<file path="config.mk">
export PLATFORM = sky130hd
export DESIGN_NAME = nand_bus_bridge
export DESIGN_NICKNAME = d
export VERILOG_FILES = /design/src/rtl/nbb_pkg.sv /design/src/rtl/nbb_decode.sv /design/src/rtl/nbb_seq.sv /design/src/rtl/nbb_lanes.sv /design/src/rtl/nand_bus_bridge.sv
export SDC_FILE = /design/constraint.sdc
export NUM_CORES = 1
export LEC_CHECK = 0
export BUFFER_PORTS_ARGS = -buffer_cell sky130_fd_sc_hd__buf_4
export CAP_MARGIN = 20
export CELL_PAD_IN_SITES_DETAIL_PLACEMENT = 1
export CELL_PAD_IN_SITES_GLOBAL_PLACEMENT = 2
export CORE_UTILIZATION = 31
export CTS_BUF_LIST = sky130_fd_sc_hd__clkbuf_16
export CTS_CLUSTER_DIAMETER = 150
export DETAILED_ROUTE_END_ITERATION = 16
export PLACE_DENSITY_LB_ADDON = 0.1
export SKIP_CTS_REPAIR_TIMING = 1
export SYNTH_ARGS = -nofsm -noshare
export SYNTH_HDL_FRONTEND = slang
export SYNTH_HIERARCHICAL = 1
export SYNTH_SLANG_ARGS = --single-unit
export TNS_END_PERCENT = 5
</file>
<file path="constraint.sdc">
create_clock -name clk -period 2.2 [get_ports clk]
set_input_delay 0.22 -clock clk [delete_from_list [all_inputs] [get_ports clk]]
set_output_delay 0.22 -clock clk [all_outputs]
set_load 0.01 [all_outputs]
</file>
<file path="src/rtl/nbb_pkg.sv">
// Shared constants and types for the NAND bus width adapter.
// Assumes a host word that is a whole multiple of the wide device bus.
package nbb_pkg;
    localparam int HOST_W   = 32;
    localparam int NARROW_W = 8;
    localparam int WIDE_W   = 16;
    localparam int LANES    = HOST_W / NARROW_W;
    localparam int HALVES   = HOST_W / WIDE_W;
    localparam int PER_HALF = WIDE_W / NARROW_W;
    localparam int BEAT_IW  = $clog2(LANES);
    localparam int BEAT_CW  = $clog2(LANES + 1);
    localparam int HALF_IW  = (HALVES > 1) ? $clog2(HALVES) : 1;

    typedef enum logic [1:0] {
        WIN_CMD  = 2'd0,
        WIN_ADDR = 2'd1,
        WIN_DATA = 2'd2,
        WIN_DALT = 2'd3
    } win_e;

    typedef enum logic [1:0] {
        PH_IDLE = 2'd0,
        PH_STRB = 2'd1,
        PH_HOLD = 2'd2
    } phase_e;

    typedef struct packed {
        logic               skip;
        logic               wr;
        logic               wide;
        logic               byte_only;
        logic               cle;
        logic               ale;
        logic [BEAT_CW-1:0] beats;
    } job_t;
endpackage

</file>
<file path="src/rtl/nbb_decode.sv">
// Access decoder: turns window, direction, size and chip-select setup
// into a job descriptor (beat count, latch strobes, drop flag).
// Purely combinational; the sequencer latches the result on acceptance.
module nbb_decode
    import nbb_pkg::*;
(
    input  logic [1:0] win,
    input  logic       write,
    input  logic [1:0] size,
    input  logic       is_nand,
    input  logic       wide,
    output job_t       job
);

    // Build the descriptor for the pending host request.
    always_comb begin
        job           = '0;
        job.wr        = write;
        job.wide      = wide;
        job.byte_only = (size == 2'd0);
        job.cle       = (win == WIN_CMD);
        job.ale       = (win == WIN_ADDR);
        job.skip      = !is_nand || (!write && (win == WIN_CMD || win == WIN_ADDR));
        case (size)
            2'd0:    job.beats = BEAT_CW'(1);
            2'd1:    job.beats = wide ? BEAT_CW'(1) : BEAT_CW'(PER_HALF);
            default: job.beats = wide ? BEAT_CW'(HALVES) : BEAT_CW'(LANES);
        endcase
    end

endmodule

</file>
<file path="src/rtl/nbb_seq.sv">
// Beat sequencer: holds the accepted job and steps through its beats,
// each beat being one strobe-low cycle followed by one release cycle.
// Raises a one-cycle done pulse in the cycle after the last release.
// Assumes start is only asserted while idle is high.
module nbb_seq
    import nbb_pkg::*;
(
    input  logic               clk,
    input  logic               rst_n,
    input  logic               start,
    input  job_t               job_in,
    output job_t               job,
    output phase_e             phase,
    output logic [BEAT_IW-1:0] beat,
    output logic               done,
    output logic               idle
);

    phase_e             phase_q;
    job_t               job_q;
    logic [BEAT_IW-1:0] beat_q;
    logic               done_q;
    logic               last_beat;

    // Final beat of the current train.
    assign last_beat = (BEAT_CW'(beat_q) + BEAT_CW'(1)) == job_q.beats;

    // Phase, beat and completion state machine.
    always_ff @(posedge clk) begin
        if (!rst_n) begin
            phase_q <= PH_IDLE;
            job_q   <= '0;
            beat_q  <= '0;
            done_q  <= 1'b0;
        end else begin
            done_q <= 1'b0;
            case (phase_q)
                PH_IDLE: begin
                    if (start) begin
                        job_q  <= job_in;
                        beat_q <= '0;
                        if (job_in.skip) begin
                            done_q <= 1'b1;
                        end else begin
                            phase_q <= PH_STRB;
                        end
                    end
                end
                PH_STRB: begin
                    phase_q <= PH_HOLD;
                end
                PH_HOLD: begin
                    if (last_beat) begin
                        phase_q <= PH_IDLE;
                        done_q  <= 1'b1;
                    end else begin
                        beat_q  <= beat_q + BEAT_IW'(1);
                        phase_q <= PH_STRB;
                    end
                end
                default: phase_q <= PH_IDLE;
            endcase
        end
    end

    assign job   = job_q;
    assign phase = phase_q;
    assign beat  = beat_q;
    assign done  = done_q;
    assign idle  = (phase_q == PH_IDLE);

    // the beat index never runs past the beat count.
    p_beat_in_range_r1: assert property (@(posedge clk) disable iff (!rst_n)
        (phase_q != PH_IDLE) |-> (BEAT_CW'(beat_q) < job_q.beats));

    // the latched access stays put for the whole train.
    p_job_held_r8: assert property (@(posedge clk) disable iff (!rst_n)
        (phase_q != PH_IDLE && $past(phase_q) != PH_IDLE) |-> $stable(job_q));

    // completion is only reported once back in idle.
    p_done_idle_r7: assert property (@(posedge clk) disable iff (!rst_n)
        done_q |-> (phase_q == PH_IDLE));

endmodule

</file>
<file path="src/rtl/nbb_lanes.sv">
// Data lanes: selects the outgoing byte or halfword for the current
// beat and packs returning beats into ascending host byte lanes.
// Assumes capture is asserted only in the strobe-low cycle of a read.
module nbb_lanes
    import nbb_pkg::*;
(
    input  logic               clk,
    input  logic               rst_n,
    input  logic               start,
    input  logic [HOST_W-1:0]  wdata_in,
    input  job_t               job,
    input  logic [BEAT_IW-1:0] beat,
    input  logic               capture,
    input  logic [WIDE_W-1:0]  din,
    output logic [WIDE_W-1:0]  dout,
    output logic [HOST_W-1:0]  rdata
);

    logic [HOST_W-1:0]   wdata_q;
    logic [NARROW_W-1:0] lane_q   [LANES];
    logic [NARROW_W-1:0] lane_val [LANES];
    logic [LANES-1:0]    lane_hit;
    logic [NARROW_W-1:0] wr_lane  [LANES];
    logic [WIDE_W-1:0]   wr_half  [HALVES];
    logic [HALF_IW-1:0]  half_idx;

    assign half_idx = HALF_IW'(beat);

    // Per-lane write slices, read targets and packed result.
    for (genvar l = 0; l < LANES; l++) begin : g_lane
        localparam int OFF = (l % PER_HALF) * NARROW_W;
        assign wr_lane[l] = wdata_q[l*NARROW_W +: NARROW_W];
        assign lane_hit[l] = job.wide ? (beat == BEAT_IW'(l / PER_HALF))
                                      : (beat == BEAT_IW'(l));
        if (OFF == 0) begin : g_low
            assign lane_val[l] = din[NARROW_W-1:0];
        end else begin : g_high
            assign lane_val[l] = job.wide ? (job.byte_only ? '0 : din[OFF +: NARROW_W])
                                          : din[NARROW_W-1:0];
        end
        assign rdata[l*NARROW_W +: NARROW_W] = lane_q[l];
    end

    for (genvar h = 0; h < HALVES; h++) begin : g_half
        assign wr_half[h] = wdata_q[h*WIDE_W +: WIDE_W];
    end

    // Latch write data on acceptance and collect read beats.
    always_ff @(posedge clk) begin
        if (!rst_n) begin
            wdata_q <= '0;
            for (int l = 0; l < LANES; l++) lane_q[l] <= '0;
        end else if (start) begin
            wdata_q <= wdata_in;
            for (int l = 0; l < LANES; l++) lane_q[l] <= '0;
        end else if (capture) begin
            for (int l = 0; l < LANES; l++) begin
                if (lane_hit[l]) lane_q[l] <= lane_val[l];
            end
        end
    end

    // Outgoing beat data for the current beat.
    always_comb begin
        if (job.wide && !job.byte_only) begin
            dout = wr_half[half_idx];
        end else if (job.wide) begin
            dout = {{(WIDE_W-NARROW_W){1'b0}}, wdata_q[NARROW_W-1:0]};
        end else begin
            dout = {{(WIDE_W-NARROW_W){1'b0}}, wr_lane[beat]};
        end
    end

    // a single byte read from a wide device leaves lane 1 clear.
    p_byte_clean_r3: assert property (@(posedge clk) disable iff (!rst_n)
        (capture && job.wide && job.byte_only) |=> (lane_q[1] == '0));

endmodule

</file>
<file path="src/rtl/nand_bus_bridge.sv">
// NAND bus width adapter top: accepts one host access when idle,
// decodes it, runs its beat train on the device bus and returns
// packed read data with a completion pulse.
// Assumes the device bus timing is met by one-cycle strobes.
module nand_bus_bridge
    import nbb_pkg::*;
(
    input  logic              clk,
    input  logic              rst_n,
    input  logic              cfg_is_nand,
    input  logic              cfg_wide,
    input  logic              req_valid,
    output logic              req_ready,
    input  logic [1:0]        req_win,
    input  logic              req_write,
    input  logic [1:0]        req_size,
    input  logic [HOST_W-1:0] req_wdata,
    output logic              rsp_done,
    output logic [HOST_W-1:0] rsp_rdata,
    output logic              dev_cle,
    output logic              dev_ale,
    output logic              dev_we_n,
    output logic              dev_re_n,
    output logic              dev_oe,
    output logic [WIDE_W-1:0] dev_dout,
    input  logic [WIDE_W-1:0] dev_din
);

    job_t               job_new;
    job_t               job_cur;
    phase_e             phase;
    logic [BEAT_IW-1:0] beat;
    logic               idle;
    logic               start;
    logic               busy;
    logic               strobe_on;

    assign start     = req_valid && idle;
    assign busy      = !idle;
    assign strobe_on = (phase == PH_STRB);

    nbb_decode u_decode (
        .win     (req_win),
        .write   (req_write),
        .size    (req_size),
        .is_nand (cfg_is_nand),
        .wide    (cfg_wide),
        .job     (job_new)
    );

    nbb_seq u_seq (
        .clk    (clk),
        .rst_n  (rst_n),
        .start  (start),
        .job_in (job_new),
        .job    (job_cur),
        .phase  (phase),
        .beat   (beat),
        .done   (rsp_done),
        .idle   (idle)
    );

    nbb_lanes u_lanes (
        .clk      (clk),
        .rst_n    (rst_n),
        .start    (start),
        .wdata_in (req_wdata),
        .job      (job_cur),
        .beat     (beat),
        .capture  (strobe_on && !job_cur.wr),
        .din      (dev_din),
        .dout     (dev_dout),
        .rdata    (rsp_rdata)
    );

    // Device-side strobes follow the phase and the latched job.
    assign req_ready = idle;
    assign dev_cle   = busy && job_cur.cle;
    assign dev_ale   = busy && job_cur.ale;
    assign dev_we_n  = !(strobe_on && job_cur.wr);
    assign dev_re_n  = !(strobe_on && !job_cur.wr);
    assign dev_oe    = busy && job_cur.wr;

    // command and address latches are exclusive.
    p_latch_excl_r4: assert property (@(posedge clk) disable iff (!rst_n)
        !(dev_cle && dev_ale));

    // latch strobes hold steady across a beat train.
    p_latch_steady_r4: assert property (@(posedge clk) disable iff (!rst_n)
        (!req_ready && !$past(req_ready)) |-> ($stable(dev_cle) && $stable(dev_ale)));

    // write strobe is low for a single cycle per beat.
    p_we_single_r7: assert property (@(posedge clk) disable iff (!rst_n)
        !dev_we_n |=> dev_we_n);

    // read strobe is low for a single cycle per beat.
    p_re_single_r7: assert property (@(posedge clk) disable iff (!rst_n)
        !dev_re_n |=> dev_re_n);

    // no strobe while the port is open for a new request.
    p_strobe_busy_r8: assert property (@(posedge clk) disable iff (!rst_n)
        (!dev_we_n || !dev_re_n) |-> !req_ready);

endmodule

</file>
==> flow_summary.ini, run 1 <==
[outcome]
status = complete, but fails checks
failed_checks = design-rule violations

[global_route]
grt.total_usage_pct = 17.3
grt_antenna_before_repair = 0
overflow = 0
grt_max_degree = 48
grt_pass1_vias = 3114
grt_first_pass_wirelength_mm = 16.6

[floorplan]
core_region_area_sq_um = 11600
fp.dieW_microns = 112
die_h_microns = 112
start_util_pct = 32.3
die_area_sq_um = 12500
io_pins = 113
num_rows = 39

[critical_path]
crit_arrival_ps = 1790
path_max_fanout = 28
end_kind = output pin
cp_data_required_time_ps = 1980
critPathLaunchType = flip-flop
r2r_slack_ps = 290
crit_type = flip-flop to output pin

[drt]
routed_wl_mm = 10.4
drc = 6
avgRoutedWirePerCell_microns = 16.7
drt_pass1_iterations = 11
drt_first_iter_violations = 104
vias_per_cell = 4.80
ant_nets = 0
vias = 2971

[clocking]
cts_made_buffers = 9
cts_root_buf = clkbuf_16
cts_tree = built
clock-sinks = 77
clk_pin_slew_ps = 60
htreeDepth = 3
clkLatencyLatePin_ps = 330
cts_buffer_depth = 2

[timing]
fin_crit_sh_pct = 91.3
fin_crit_ps = 2010
setup_violations = 0
relSlewSlack_pct = 60.8
tightest_slew_ps = 588
fmax_ghz = 0.498
rsz0062_at_grt = no
skew_ps = 4.54
slew_violations = 0
holdWs_ps = 149
hold_violations = 0
tns_ps = 0

[layout]
most-common-layout-cells = 125 x buf_4, 53 x mux2i_1, 53 x dfxtp_1, 46 x nor2b_1, 36 x nand2_1
nets = 530
syn2layout_area_growth_pct = 35.7
mostFrequentLayoutCell = buf_4
layout-drive-gt1-share_pct = 33.6
final_core_util_pct = 43.9
design_area_sq_um = 5070
num_antenna_cells = 0

[placed_design]
gp_congestion = 0.741
numPortBuffers = 112
place_area_sq_um = 4730
hpwl_mm = 7.59

[synthesis]
yosysWarnings = 6
syn_nets = 417
syn_inst = 358
syn_area_per_cell_sq_um = 10.4
synth_area_sq_um = 3740

[run]
max_cap_violations = 0

[pwr]
p_total_uw = 3800
powerDensity_nw_per_um2 = 749
power_leakage_uw = 0.00214
ir_worst_vdd_uv = 292

[hold_path]
hp-class = input port to flip-flop
==> stage by stage <==
| stage | instances | worst slack, ps |
|---|---|---|
| 2_1_floorplan | 358 | 167 |
| 3_3_place_gp | 603 | 410 |
| 3_5_place_dp | 603 | 290 |
| 4_1_cts | 619 | 164 |
| 5_1_grt | 619 | 3.00 |
| 6_report | 619 | 191 |
==> per-layer routing <==
layer | share of wire, % | global-route usage [%] | wire length (microns)
met5 | 0 | 0 | 0
met4 | 1.1 | 6.04 | 114
met1 | 46 | 22.5 | 4720
met3 | 5.4 | 3.76 | 564
met2 | 48 | 28.4 | 4960
==> path summary, 6_finish.rpt <==
path | start | end | cells after the start
max | u_seq/beat[0] | dev_dout[7] | 5
min | req_wdata[31] | u_lanes/wdata_q[31] | 3
max reg2reg | u_seq/phase[1] | u_lanes/lane_q[0][6] | 5
min reg2reg | u_seq/job[3] | u_seq/job[3] | 2
==> critical path: stages, from the launching register on <==
cell	delay, ps
dfxtp_1	380
buf_12	230
and3b_1	380
o21ai_0	130
o311ai_1	140
buf_4	190
==> report_power, final <==
| part | internal (uW) | switching (uW) | total, uW |
|---|---|---|---|
| combinational | 257 | 243 | 500 |
| clock | 1100 | 600 | 1700 |
| sequential | 1540 | 51.1 | 1590 |
| total | 2900 | 894 | 3800 |
==> sequential cells by signal, summed over array words and instances, names as in the netlist <==
name,count
u_seq/phase,2
u_seq/beat,2
u_seq/done,1
u_lanes/wdata_q,32
u_seq/job,8
u_lanes/lane_q,32
==> layout make-up <==
type                       instances  area (sq um)
sequential                        77          1780
clock buffer                       9           225
inverter                           2          7.51
multi-input combinational        255          1810
timing repair buffer             126           958
clock inverter                     7           115
tap                              143           179
fill                            1320          6490
Power figures use the tool's default switching activity.
==> run 2, diff against run 1 <==
Settings changed: REMOVE_ABC_BUFFERS from default to 1.
==> flow_summary.ini, run 2 (synthesized netlist as in run 1, its figures left out) <==
[outcome]
status = complete, but fails checks
failed_checks = design-rule violations

[layout]
num_antenna_cells = 0
nFillCells = 1319
final-seq-area_sq_um = 1780
multi_input_area_sq_um = 1810
nets = 532
final_core_util_pct = 43.5
layout-drive-gt1-share_pct = 34.5
syn2layout_area_growth_pct = 34.5
mostFrequentLayoutCell = buf_4
most-common-layout-cells = 128 x buf_4, 53 x mux2i_1, 51 x dfxtp_1, 46 x nor2b_1, 36 x nand2_1

[timing]
slew_violations = 0
fin_crit_ps = 2040
rsz0062_at_grt = no
fin_crit_sh_pct = 92.7
skew_ps = 5.72
relSlewSlack_pct = 62.2
setup_violations = 0
fmax_ghz = 0.490
tightest_slew_ps = 567
holdWs_ps = 150
hold_violations = 0

[critical_path]
slowest_delay_ps = 430
crit_arrival_ps = 1820
critPathLaunchType = flip-flop
end_kind = output pin
path_max_fanout = 10
cp_slowest_cell = dfxtp_2
worstPathCellList = buf_4 > mux2_2 > a22oi_1 > o21ai_0 > buf_4
path_common_cell = buf_4
cp_data_required_time_ps = 1980
crit_type = flip-flop to output pin

[hold_path]
hp-class = input port to flip-flop

[run]
max_cap_violations = 0

[global_route]
grt_max_degree = 48
grt.total_usage_pct = 16.7
grt_pass1_vias = 3103
overflow = 0
grt_first_pass_wirelength_mm = 16.2
grt_antenna_before_repair = 0

[placed_design]
gp_congestion = 0.765
numPortBuffers = 112
hpwl_mm = 7.43

[clocking]
clk_pin_slew_ps = 60
cts_root_buf = clkbuf_16
cts_tree = built
clock-sinks = 77
clkLatencyLatePin_ps = 330
htreeDepth = 3
cts_made_buffers = 9
cts_buffer_depth = 2

[floorplan]
num_rows = 39
core_region_area_sq_um = 11600
die_area_sq_um = 12500
die_h_microns = 112
fp.dieW_microns = 112
start_util_pct = 32.3
io_pins = 113

[drt]
vias = 2944
ant_nets = 0
drc = 10
vias_per_cell = 4.74
drt_pass1_iterations = 10
routed_wl_mm = 9.90
avgRoutedWirePerCell_microns = 15.9
drt_first_iter_violations = 105

[pwr]
power_leakage_uw = 0.00213
powerDensity_nw_per_um2 = 701
ir_worst_vdd_uv = 330
[run 2: worst max-delay path, delay by kind of cell, from the launching register on]
family | cells | cell delay, ps
flip-flops | 1 | 430
buffers and inverters | 2 | 390
multiplexers | 1 | 360
AO/OA/AOI/OAI | 2 | 300
[run 2: metrics by stage]
| stage | setup slack [ps] | std cells | area [sq um] | power (uW) | TNS [ps] |
|---|---|---|---|---|---|
| floorplan | -1080 | 334 | 3590 | 1870 | -56940 |
| global placement | 405 | 605 | 4740 | 2120 | 0 |
| detailed placement | 323 | 605 | 4740 | 2130 | 0 |
| CTS | -11.5 | 621 | 5030 | 3580 | -11.5 |
| global route | 27.7 | 621 | 5030 | 3700 | 0 |
| finish | 161 | 621 | 5030 | 3530 | 0 |
[run 2: per-layer routing]
metal	share of wire, %	track usage [%]
met5	0	0
met3	4.5	3.21
met1	46	21.3
met4	1.2	6.04
met2	48	28.0
[run 2: cell type report]
type                            instances  area share (%)
Sequential cell                        77            35.5
Inverter                                2           0.149
Timing Repair Buffer                  128            19.1
Clock inverter                          7            1.32
Clock buffer                            9            4.48
Multi-Input combinational cell        255            35.9
Tap cell                              143            3.56
[run 2: worst paths after layout]
check,from,to,slack [ps],cells after the start
max,u_seq/beat[0],dev_dout[2],160,5
min,req_wdata[10],u_lanes/wdata_q[10],150,3
max reg2reg,u_seq/phase[1],u_lanes/lane_q[1][1],340,5
min reg2reg,u_seq/job[4],u_seq/job[4],460,2
[run 2: report_power, final]
part	switching, uW	internal [uW]	total, uW
combinational	234	257	491
clock	564	870	1430
sequential	56.2	1540	1600
==> run 3, diff against run 2 <==
Settings changed: CORE_UTILIZATION 31 to 34.
Clock period 2.2 ns to 2.56 ns, I/O delays scaled along.
==> flow_summary.ini, run 3 (synthesized netlist as in run 1, its figures left out) <==
[timing]
tightest_slew_ps = 498
skew_ps = 5.90
finalWorstSetupSlack_ps = 412
tns_ps = 0
fmax_ghz = 0.466
setup_violations = 0
relSlewSlack_pct = 66.8
fin_crit_sh_pct = 83.9
rsz0062_at_grt = no
fin_crit_ps = 2150
hold_violations = 0
slew_violations = 0

[critical_path]
crit_type = flip-flop to output pin
end_kind = output pin
r2r_cells = 5
path_common_cell = buf_4
cp_slowest_cell = dfxtp_1
reg2reg_to = u_lanes/lane_q[0][1]
slowest_delay_ps = 410
critPathLaunchType = flip-flop
crit_arrival_ps = 1890
worstPathCellList = buf_4 > nor2b_1 > buf_4 > a22oi_1 > o21ai_0 > buf_4
path_max_fanout = 12
r2r_slack_ps = 470
cp_data_required_time_ps = 2300
r2r-start = u_seq/phase[0]

[clocking]
cts_made_buffers = 9
clkLatencyLatePin_ps = 330
cts_tree = built
cts_root_buf = clkbuf_16
clock-sinks = 77
clk_pin_slew_ps = 60
htreeDepth = 3
cts_buffer_depth = 2

[pwr]
sw_frac_of_total_pct = 24.9
ir_worst_vdd_uv = 349
power.switching_uw = 725
power_leakage_uw = 0.00210
combPwrFrac_pct = 14.4
p_seq_share_pct = 47.2
powerDensity_nw_per_um2 = 586
pwr-share-clk_pct = 38.4
p_total_uw = 2910
p_int_uw = 2190

[floorplan]
num_rows = 37
fp.dieW_microns = 107
io_pins = 113
core_region_area_sq_um = 10500
start_util_pct = 35.6
die_area_sq_um = 11400
die_h_microns = 107

[drt]
vias_per_cell = 4.85
drt_pass1_iterations = 6
drc = 0
drt_first_iter_violations = 45
vias = 2963
routed_wl_mm = 9.65
avgRoutedWirePerCell_microns = 15.8
ant_nets = 0

[layout]
most-common-layout-cells = 125 x buf_4, 53 x mux2i_1, 53 x dfxtp_1, 46 x nor2b_1, 36 x nand2_1
num_antenna_cells = 0
nFillCells = 1174
layout-drive-gt1-share_pct = 32.8
mostFrequentLayoutCell = buf_4
nets = 529
syn2layout_area_growth_pct = 32.8

[placed_design]
pre_cts_slack_ps = 446
gp_congestion = 0.712
numPortBuffers = 112
hpwl_mm = 7.18

[hold_path]
holdCritStartpoint = req_wdata[27]
holdPathStages = 3
hp-class = input port to flip-flop
worstHoldEndpoint = u_lanes/wdata_q[27]

[global_route]
overflow = 0
grt.total_usage_pct = 17.8
grt_max_degree = 48
grt_first_pass_wirelength_mm = 15.3
grt_antenna_before_repair = 0
grt_pass1_vias = 2980

[outcome]
status = finished, final reports clean

[run]
max_cap_violations = 0
## run 3: cell count changes in the layout (fill, tap and decap cells not counted), sizes merged
cell,previous run,this run
clkinv,4,3
bufinv,1,0
buf,128,125
inv,2,4
## run 3: how the worst max path moves through the flow
| stage | from | slack [ps] | to | cells after the start |
|---|---|---|---|---|
| 2_1_floorplan | u_seq/phase[1] | -720 | u_lanes/lane_q[0][0] | 5 |
| 3_3_place_gp | u_seq/phase[0] | 550 | u_lanes/lane_q[0][7] | 5 |
| 3_5_place_dp | u_seq/phase[0] | 450 | u_lanes/lane_q[0][6] | 5 |
| 4_1_cts | u_seq/job[6] | 390 | dev_dout[7] | 5 |
| 5_1_grt | u_seq/job[6] | 260 | dev_dout[7] | 5 |
| 6_report | u_seq/beat[0] | 410 | dev_dout[3] | 6 |
## run 3: power by group through the flow
stage	combinational [uW]	clock, uW	sequential (uW)
finish	419	1120	1370
global route	463	1200	1380
global placement	421	0	1400
detailed placement	427	0	1400
floorplan	205	0	1400
CTS	428	1150	1370
## run 3: routing by layer
layer  GRT usage [%]  share of wire, %
met5               0                 0
met4            7.34               1.7
met3            3.22               4.6
met2            29.2                48
met1            22.9                45
## run 3: cell type report
type                    instances  area [sq um]  area share, %
multi-input cells             255          1810           36.4
flip-flops and latches         77          1780           35.9
clock inverters                 7          35.0          0.706
repair buffers                125           938           18.9
inverters                       2          7.51          0.151
clock buffers                   9           225           4.54
well taps                     136           170           3.43
## run 3: worst max-delay path, delay by kind of cell, from the launching register on
family                 cells  cell delay (ps)
AND/OR/NAND/NOR            1              210
AO/OA/AOI/OAI              2              350
flip-flops                 1              410
buffers and inverters      3              590
## run 3: metrics by stage
stage | util (%) | hold WS [ps] | std cells | instance area, sq um
finish | 47.2 | 176 | 611 | 4960
CTS | 47.2 | 171 | 611 | 4960
detailed placement | 44.8 | 456 | 595 | 4700
global route | 47.2 | 182 | 611 | 4960
floorplan | - | 373 | 334 | 3590
global placement | 44.8 | 456 | 595 | 4700
